`src/rtl/becc_pkg.sv`:
```
package becc_pkg;

    typedef enum logic [1:0] {
        WS_CLEAN    = 2'd0,
        WS_SINGLE   = 2'd1,
        WS_DOUBLE   = 2'd2,
        WS_RESERVED = 2'd3
    } word_stat_e;

    typedef enum logic [0:0] {
        ST_IDLE    = 1'b0,
        ST_COLLECT = 1'b1
    } burst_state_e;

    typedef enum logic [1:0] {
        CL_CLEAN = 2'd0,
        CL_CORR  = 2'd1,
        CL_FATAL = 2'd2
    } burst_class_e;

endpackage

```
`src/rtl/becc_word_track.sv`:
```
module becc_word_track
    import becc_pkg::*;
#(
    parameter int WORDS = 8
) (
    input  logic             clk,
    input  logic             rst_n,
    input  logic             clear,
    input  logic             collect,
    input  logic             word_valid,
    input  logic [1:0]       word_status,
    output logic [WORDS-1:0] sbe_next,
    output logic [WORDS-1:0] dbe_next
);
    localparam int IDX_W = $clog2(WORDS + 1);

    logic [IDX_W-1:0] idx_q;
    logic [WORDS-1:0] sbe_q;
    logic [WORDS-1:0] dbe_q;
    logic             accept;
    logic [WORDS-1:0] hit;
    word_stat_e       stat;

    assign stat   = word_stat_e'(word_status);
    assign accept = collect && word_valid && (idx_q < IDX_W'(WORDS));
    assign hit    = accept ? (WORDS'(1) << idx_q) : '0;

    always_comb begin
        sbe_next = sbe_q;
        dbe_next = dbe_q;
        unique case (stat)
            WS_SINGLE:              sbe_next = sbe_q | hit;
            WS_DOUBLE, WS_RESERVED: dbe_next = dbe_q | hit;
            default:                ;
        endcase
    end

    always_ff @(posedge clk or negedge rst_n) begin
        if (!rst_n) begin
            idx_q <= '0;
            sbe_q <= '0;
            dbe_q <= '0;
        end else if (clear) begin
            idx_q <= '0;
            sbe_q <= '0;
            dbe_q <= '0;
        end else begin
            sbe_q <= sbe_next;
            dbe_q <= dbe_next;
            if (accept) begin
                idx_q <= idx_q + IDX_W'(1);
            end
        end
    end

endmodule

```
`src/rtl/becc_burst_fsm.sv`:
```
module becc_burst_fsm
    import becc_pkg::*;
#(
    parameter int ADDR_W  = 32,
    parameter int ALIGN_W = 6,
    parameter int WORDS   = 8
) (
    input  logic              clk,
    input  logic              rst_n,
    input  logic              burst_start,
    input  logic              burst_end,
    input  logic [ADDR_W-1:0] burst_addr,
    input  logic [WORDS-1:0]  sbe_next,
    input  logic [WORDS-1:0]  dbe_next,
    output logic              collect,
    output logic              evt_valid,
    output logic              evt_fatal,
    output logic [ADDR_W-1:0] evt_addr,
    output logic [WORDS-1:0]  evt_mask
);
    burst_state_e      state_q;
    burst_state_e      state_d;
    logic [ADDR_W-1:0] addr_q;
    burst_class_e      cls;
    logic              multi_sbe;

    // state register and burst address capture
    always_ff @(posedge clk or negedge rst_n) begin
        if (!rst_n) begin
            state_q <= ST_IDLE;
            addr_q  <= '0;
        end else begin
            state_q <= state_d;
            if (burst_start) begin
                addr_q <= {burst_addr[ADDR_W-1:ALIGN_W], ALIGN_W'(0)};
            end
        end
    end

    // transitions: open, restart, close
    always_comb begin
        state_d = state_q;
        unique case (state_q)
            ST_IDLE: begin
                if (burst_start) state_d = ST_COLLECT;
            end
            ST_COLLECT: begin
                if (burst_start)    state_d = ST_COLLECT;
                else if (burst_end) state_d = ST_IDLE;
            end
            default: state_d = ST_IDLE;
        endcase
    end

    assign multi_sbe = (sbe_next & (sbe_next - WORDS'(1))) != '0;

    // outputs: collect window and burst classification on close
    always_comb begin
        collect = 1'b0;
        cls     = CL_CLEAN;
        unique case (state_q)
            ST_IDLE: ;
            ST_COLLECT: begin
                collect = !burst_start;
                if (!burst_start && burst_end) begin
                    if ((dbe_next != '0) || multi_sbe) cls = CL_FATAL;
                    else if (sbe_next != '0)           cls = CL_CORR;
                end
            end
            default: ;
        endcase
        evt_valid = (cls != CL_CLEAN);
        evt_fatal = (cls == CL_FATAL);
        evt_addr  = addr_q;
        evt_mask  = sbe_next | dbe_next;
    end

endmodule

```
`src/rtl/becc_event_log.sv`:
```
module becc_event_log #(
    parameter int ADDR_W = 32,
    parameter int WORDS  = 8
) (
    input  logic              clk,
    input  logic              rst_n,
    input  logic              evt_valid,
    input  logic              evt_fatal,
    input  logic [ADDR_W-1:0] evt_addr,
    input  logic [WORDS-1:0]  evt_mask,
    input  logic              ack_fatal,
    output logic [ADDR_W-1:0] log_addr,
    output logic [WORDS-1:0]  log_mask,
    output logic              log_overflow
);
    logic frozen_q;
    logic capture;

    assign capture = evt_valid && (!frozen_q || ack_fatal);

    always_ff @(posedge clk or negedge rst_n) begin
        if (!rst_n) begin
            frozen_q     <= 1'b0;
            log_addr     <= '0;
            log_mask     <= '0;
            log_overflow <= 1'b0;
        end else begin
            if (capture) begin
                log_addr <= evt_addr;
                log_mask <= evt_mask;
            end
            if (evt_fatal)      frozen_q <= 1'b1;
            else if (ack_fatal) frozen_q <= 1'b0;
            if (ack_fatal)                  log_overflow <= 1'b0;
            else if (evt_fatal && frozen_q) log_overflow <= 1'b1;
        end
    end

endmodule

```
`src/rtl/becc_irq_latch.sv`:
```
module becc_irq_latch (
    input  logic clk,
    input  logic rst_n,
    input  logic set,
    input  logic clr,
    output logic irq
);
    always_ff @(posedge clk or negedge rst_n) begin
        if (!rst_n)   irq <= 1'b0;
        else if (set) irq <= 1'b1;
        else if (clr) irq <= 1'b0;
    end
endmodule

```
`src/rtl/burst_ecc_classifier.sv`:
```
module burst_ecc_classifier #(
    parameter int ADDR_W      = 32,
    parameter int ALIGN_BYTES = 64,
    parameter int WORD_BYTES  = 16,
    localparam int WORDS      = (2 * ALIGN_BYTES) / WORD_BYTES
) (
    input  logic              clk,
    input  logic              rst_n,
    input  logic              burst_start,
    input  logic [ADDR_W-1:0] burst_addr,
    input  logic              word_valid,
    input  logic [1:0]        word_status,
    input  logic              burst_end,
    input  logic              ack_corr,
    input  logic              ack_fatal,
    output logic              irq_corr,
    output logic              irq_fatal,
    output logic [ADDR_W-1:0] log_addr,
    output logic [WORDS-1:0]  log_mask,
    output logic              log_overflow
);
    localparam int ALIGN_W = $clog2(ALIGN_BYTES);

    logic              collect;
    logic [WORDS-1:0]  sbe_next;
    logic [WORDS-1:0]  dbe_next;
    logic              evt_valid;
    logic              evt_fatal;
    logic [ADDR_W-1:0] evt_addr;
    logic [WORDS-1:0]  evt_mask;

    becc_word_track #(.WORDS(WORDS)) u_track (
        .clk         (clk),
        .rst_n       (rst_n),
        .clear       (burst_start),
        .collect     (collect),
        .word_valid  (word_valid),
        .word_status (word_status),
        .sbe_next    (sbe_next),
        .dbe_next    (dbe_next)
    );

    becc_burst_fsm #(.ADDR_W(ADDR_W), .ALIGN_W(ALIGN_W), .WORDS(WORDS)) u_fsm (
        .clk         (clk),
        .rst_n       (rst_n),
        .burst_start (burst_start),
        .burst_end   (burst_end),
        .burst_addr  (burst_addr),
        .sbe_next    (sbe_next),
        .dbe_next    (dbe_next),
        .collect     (collect),
        .evt_valid   (evt_valid),
        .evt_fatal   (evt_fatal),
        .evt_addr    (evt_addr),
        .evt_mask    (evt_mask)
    );

    becc_event_log #(.ADDR_W(ADDR_W), .WORDS(WORDS)) u_log (
        .clk          (clk),
        .rst_n        (rst_n),
        .evt_valid    (evt_valid),
        .evt_fatal    (evt_fatal),
        .evt_addr     (evt_addr),
        .evt_mask     (evt_mask),
        .ack_fatal    (ack_fatal),
        .log_addr     (log_addr),
        .log_mask     (log_mask),
        .log_overflow (log_overflow)
    );

    becc_irq_latch u_irq_corr (
        .clk   (clk),
        .rst_n (rst_n),
        .set   (evt_valid && !evt_fatal),
        .clr   (ack_corr),
        .irq   (irq_corr)
    );

    becc_irq_latch u_irq_fatal (
        .clk   (clk),
        .rst_n (rst_n),
        .set   (evt_fatal),
        .clr   (ack_fatal),
        .irq   (irq_fatal)
    );

endmodule

```
`config.mk`:
```
export PLATFORM = sky130hd
export DESIGN_NAME = burst_ecc_classifier
export DESIGN_NICKNAME = d
export VERILOG_FILES = /design/src/rtl/becc_pkg.sv /design/src/rtl/becc_word_track.sv /design/src/rtl/becc_burst_fsm.sv /design/src/rtl/becc_event_log.sv /design/src/rtl/becc_irq_latch.sv /design/src/rtl/burst_ecc_classifier.sv
export SDC_FILE = /design/constraint.sdc
export NUM_CORES = 1
export LEC_CHECK = 0
export ABC_AREA = 1
export BUFFER_PORTS_ARGS = -buffer_cell sky130_fd_sc_hd__buf_2
export CAP_MARGIN = 25
export CORE_MARGIN = 2
export CORE_UTILIZATION = 52
export DETAILED_ROUTE_END_ITERATION = 12
export PLACE_DENSITY = 0.77
export RECOVER_POWER = 25
export SYNTH_ARGS = -nofsm -noshare
export SYNTH_HDL_FRONTEND = slang
export SYNTH_SLANG_ARGS = --single-unit
```
`constraint.sdc`:
```
create_clock -name clk -period 2.75 [get_ports clk]
set_input_delay 0.55 -clock clk [delete_from_list [all_inputs] [get_ports clk]]
set_output_delay 0.55 -clock clk [all_outputs]
set_load 0.02 [all_outputs]
```
# Yosys cells after proc, flatten, opt, wreduce, memory -nomap -nowiden
# Cells that the tools add are included.
[totals]
inputBits = 41
out_inout_bits = 43
ff_bits = 84
[classes]
n_mux = 22
bitwise_logic = 5
reduce_logical = 20
shifts = 1
add_sub_neg = 2
n_eq_ne = 4
n_lt_le_gt_ge = 1
[ops]
columns = ["operator", "n"]
rows = [
  ["2-to-1 mux 8 bit", 5],
  ["OR 8 bit", 3],
  ["nonzero test 8 bit", 3],
  ["2-to-1 mux 1 bit", 11],
  ["nonzero test 2 bit", 5],
  ["bitwise AND 8 bit", 1],
  ["2-to-1 mux 4 bit", 2],
  ["left shift 1 x 4 -> 8 bit, first input constant", 1],
  ["subtractor 8 x 1 -> 8 bit, second input constant", 1],
  ["equality test 2 bit, second input constant", 3],
  ["logical AND 1 bit", 6],
  ["2-to-1 mux 2 bit", 3],
  ["adder 4 x 1 -> 4 bit, second input constant", 1],
  ["< comparator 4 bit, second input constant", 1],
  ["logical NOT 1 bit", 3],
  ["equality test 2 x 1 -> 1 bit, second input constant", 1],
  ["logical OR 1 bit", 2],
  ["case mux 1 bit (2 select lines)", 1],
  ["OR reduction 2 bit", 1],
  ["inverter 1 bit", 1],
]

# Logic depth before layout (Yosys ltp)
[depth]
word_depth = 18
mapped_depth = 18
ltp_nobuf = 17

# Hierarchy
# Synthesis repeated with hierarchy kept, for this count alone.
[hier_totals]
hier_cells = 437
hier_area_um2 = 4250.3
[modules_own_cells]
columns = ["mod", "cells_per_inst", "n_inst", "area_each_um2"]
rows = [
  ["becc_event_log", 182, 1, 1725.4],
  ["becc_burst_fsm", 116, 1, 1300.0],
  ["becc_word_track", 127, 1, 1134.8],
  ["becc_irq_latch", 5, 2, 40.0],
  ["burst_ecc_classifier", 2, 1, 10.0],
]

# Worst setup path after synthesis
# No wires, ideal clock.
[synth_path]
kind = "flip-flop to flip-flop"
from = "reg u_track.idx_q[0]"
to = "reg u_log.log_addr[19]"
arrival_time_ns = 1.921
stages_incl_launch_ff = 16
path_slack_ns = 0.712
period_less_slack_ns = 2.038
path_cell_list = "dfrtp_1 -> ha_1 -> ha_1 -> nand4_1 -> nand2_1 -> nor2_1 -> nand2_1 -> nor2_2 -> nor2_2 -> nor2_2 -> nand3_2 -> nand2_2 -> nand2_4 -> buf_2 -> nand3_1 -> nand2_1"
[synth_via]
elab_chain_len = 14
[synth_lines]
columns = ["item", "line", "source"]
rows = [
  ["from (decl)", "becc_word_track.sv:17", "logic [IDX_W-1:0] idx_q;"],
  ["from (signal assigned)", "becc_word_track.sv:51", "idx_q <= idx_q + IDX_W'(1);"],
  ["< comparator 4 bit", "becc_word_track.sv:25", "assign accept = collect && word_valid && (idx_q < IDX_W'(WORDS));"],
  ["logical AND 1 bit", "becc_word_track.sv:25", ""],
  ["2-to-1 mux 8 bit *", "becc_word_track.sv:26", "assign hit = accept ? (WORDS'(1) << idx_q) : '0;"],
  ["OR 8 bit", "becc_word_track.sv:32", "WS_SINGLE: sbe_next = sbe_q | hit;"],
  ["2-to-1 mux 8 bit", "becc_word_track.sv:31", "unique case (stat)"],
  ["subtractor 8 x 1 -> 8 bit", "becc_burst_fsm.sv:55", "assign multi_sbe = (sbe_next & (sbe_next - WORDS'(1))) != '0;"],
  ["bitwise AND 8 bit", "becc_burst_fsm.sv:55", ""],
  ["nonzero test 8 bit", "becc_burst_fsm.sv:55", ""],
  ["logical OR 1 bit", "becc_burst_fsm.sv:66", "if ((dbe_next != '0) || multi_sbe) cls = CL_FATAL;"],
  ["2-to-1 mux 2 bit *", "becc_burst_fsm.sv:66", ""],
  ["2-to-1 mux 2 bit *", "becc_burst_fsm.sv:65", "if (!burst_start && burst_end) begin"],
  ["2-to-1 mux 2 bit *", "becc_burst_fsm.sv:61", "unique case (state_q)"],
  ["nonzero test 2 bit *", "becc_burst_fsm.sv:72", "evt_valid = (cls != CL_CLEAN);"],
  ["logical AND 1 bit *", "becc_event_log.sv:19", "assign capture = evt_valid && (!frozen_q || ack_fatal);"],
  ["to (signal assigned)", "becc_event_log.sv:29", "log_addr <= evt_addr;"],
  ["to (decl)", "becc_event_log.sv:12", "output logic [ADDR_W-1:0] log_addr,"],
]
# Every way passes the cells marked *; elsewhere a longest branch is shown, timed or not.
# A chain may end at the register's enable or synchronous reset.

# Final worst setup path
[layout_path]
from = "reg u_track.idx_q[0]"
to = "reg u_log.log_addr[18]"
# Same word-level chain as after synthesis.

==> flow_summary.json <==
{
  "status": "finished, violations left",
  "violations": "max-capacitance violations, max-slew violations",
  "cp_top_family": "simple AND/OR/NAND/NOR gates",
  "stdcell_area_um2": 4420,
  "crit_type": "flop to flop",
  "synth_cells": 459,
  "seq_area_frac_synth_pct": 55.2,
  "hold_viol": 0,
  "synth_top_area_cell": "dfrtp_1",
  "grt_pass1_wl_um": 13300,
  "setup_violations": 0,
  "maxCapViolCount": 1,
  "clk_latency_ps": 350,
  "crit_path_max_incr_delay_ps": 430,
  "end_kind": "flop",
  "core_area_um2": 7180,
  "synth_top_cell_area_share_pct": 55.2,
  "cts.reportedPaths.clkPinSlew_ps": 100,
  "ctsHtreeMaxLevel": 3,
  "die_area_um2": 8020,
  "cts_max_path_buffers": 2,
  "drv_slew": 34,
  "vias": 2995,
  "critPathLaunchType": "flop",
  "crit_path_top_delay_cell": "dfrtp_1",
  "cts_tree": "yes",
  "io_pins": 84,
  "arrival_ps": 2740,
  "worstPathCellList": "ha_1, ha_1, nand4_1, nand2_1, nor2_1, nand2_1, nor2_2, nor2_2, nor2_2, nand3_2, nand2_2, nand2_4, nand2_8, nand2_1, nand2_1",
  "first_pass_iters": 4,
  "routedWlPerCell_um": 12.6,
  "ys_seq_elements": 84,
  "hold_path_class": "input port to flop",
  "fin_skew_ps": 15.3,
  "crit_cells": 15,
  "cts_made_buffers": 9,
  "power_density_nw_per_um2": 759,
  "final_common_cell": "nand2_1",
  "drt_iter0_drc": 136,
  "n_fill_cell": 650,
  "fin_tns_setup_ps": 0,
  "track_usage_pct": 21.7,
  "final_cell_mix": "nand2_1, dfrtp_1, buf_2",
  "syn_avg_cell_area_um2": 8.29,
  "fp.dieH_um": 89.6,
  "antenna_cells": 0,
  "post_cts_buffers": 0,
  "place.port_buffers": 71,
  "irDropWorstVdd_v": 0.000449,
  "r2r_cells": 15,
  "slew_headroom_pct": -23.6,
  "holdPathStages": 2,
  "wl_um": 7950,
  "ys_top_cells_by_area": "dfrtp_1, nand2_1, nand3_1",
  "dpl_cell_area_um2": 4220,
  "postRouteAntennaNets": 0,
  "dieWidth_um": 89.6,
  "yosysUniqueCellTypes": 25,
  "antenna_found_initial": 0,
  "period_needed_ps": 2440,
  "drive_gt1_share_pct": 20.5,
  "start_util_pct": 53.0,
  "synth_area_um2": 3810,
  "place.gp.congestion": 0.822,
  "clockRootBuffer": "clkbuf_8",
  "p_leak_nw": 2.57,
  "drc_errors": 0,
  "area_delta_synth_final_pct": 16.2,
  "yosysWarnings": 0,
  "dp_hpwl_um": 5430,
  "crit_fanout": 34,
  "nNetsFinal": 574,
  "rsz0062_at_grt": "false",
  "worst_pin_slew_ps": 1850,
  "vias_per_cell": 4.75,
  "grt-ovfl-total": 0,
  "row_count": 31,
  "cp_data_required_time_ps": 3050,
  "crit_path_frequent_cell": "nand2_1",
  "path_buf_inv": 0,
  "grt_pass1_vias": 2917,
  "clock.fmax_mhz": 410,
  "grt_start_max_net_pins": 52,
  "cts_sinks": 84,
  "period_share_pct": 88.7
}
-- state kept, by name, indices dropped and copies added (netlist names) --
| signal | flops |
|---|---|
| u_track.idx_q | 4 |
| u_log.log_addr | 26 |
| u_irq_fatal.irq | 1 |
| u_track.dbe_q | 8 |
| u_fsm.evt_addr | 26 |
| u_track.sbe_q | 8 |
| u_irq_corr.irq | 1 |
| u_fsm.state_q | 1 |
| u_log.log_overflow | 1 |
| u_log.log_mask | 8 |
-- metrics by stage --
stage                     utilization, %  worst slack [ps]  total power [mW]  hold slack, ps  std cells
final                               61.6               310              3.36             357        631
after global routing                61.6              83.4              3.58             351        631
after CTS                           61.6               203              3.39             151        631
after detailed placement            58.8               132              2.49             453        615
after global placement              58.8               172              2.46             450        615
after floorplan                        -               712              2.16             254        464
-- layer usage --
metal / share of wire, % / GRT usage (%) / vias to the layer above
met5: 0 / 0 / -
met4: 1.5 / 9.77 / 0
met3: 4.3 / 4.52 / 12
met2: 49 / 34.4 / 82
met1: 46 / 28.7 / 1374
li1: - / - / 1527
-- worst paths after layout --
check | slack (ps) | from | to
worst max-delay path | 310 | u_track.idx_q[0] | u_log.log_addr[18]
worst max register to register | 310 | u_track.idx_q[0] | u_log.log_addr[18]
worst min-delay path | 360 | ack_fatal | u_log.log_overflow
worst min register to register | 470 | u_log.log_addr[20] | u_log.log_addr[20]
min in group asynchronous | 700 | rst_n | u_track.dbe_q[2]
max in group asynchronous | 980 | rst_n | u_fsm.evt_addr[23]
-- timing repair --
action | CTS | global route
endpoints found under the hold margin | 0 | 0
hold buffers | 0 | 0
resized for setup | 0 | 1
setup endpoints to repair | 0 | 11
-- cells in the mapped netlist --
cell type  number
nand2_1       188
dfrtp_1        84
inv_1          46
nand3_1        44
nor2_1         30
clkbuf_1       10
nand4_1         8
buf_4           7
ha_1            6
buf_6           5
buf_2           4
a21oi_1         3
nand2_2         3
nor2_2          3
nor2_4          3
o21ai_0         3
inv_2           2
nand2_4         2
o22ai_1         2
a31o_2          1
conb_1          1
nand3_2         1
nor3_4          1
o21bai_1        1
o21bai_2        1
-- worst reg2reg max path: stages, from the launching register on --
cell and delay (ps):
dfrtp_1 430, ha_1 250, ha_1 210, nand4_1 120
nand2_1 120, nor2_1 140, nand2_1 100, nor2_2 140
nor2_2 50, nor2_2 80, nand3_2 110, nand2_2 110
nand2_4 130, nand2_8 220, nand2_1 120, nand2_1 80
-- cells by family after synthesis --
kind of cell / share of synthesized area (%)
and+or+nand+nor: 31.8
DFF: 55.2
AOI/OAI and AO/OA: 1.84
buffers and inverters: 9.11
other: 0.0985
adders and majority gates: 1.97
-- power breakdown --
| part | switching, mW | internal (mW) |
|---|---|---|
| sequential | 0.132 | 1.48 |
| combinational | 0.576 | 0.277 |
| clock | 0.464 | 0.432 |
-- cell type report --
class	count	area [um2]	share of cell area, %
multi-input combinational	306	1390	31.3
clock inverter	6	71.3	1.61
clock buffer	10	128	2.89
sequential	84	2100	47.5
inverter	48	180	4.07
timing repair buffer	78	432	9.76
tap	99	124	2.80
(Power assumes the default switching activity.)
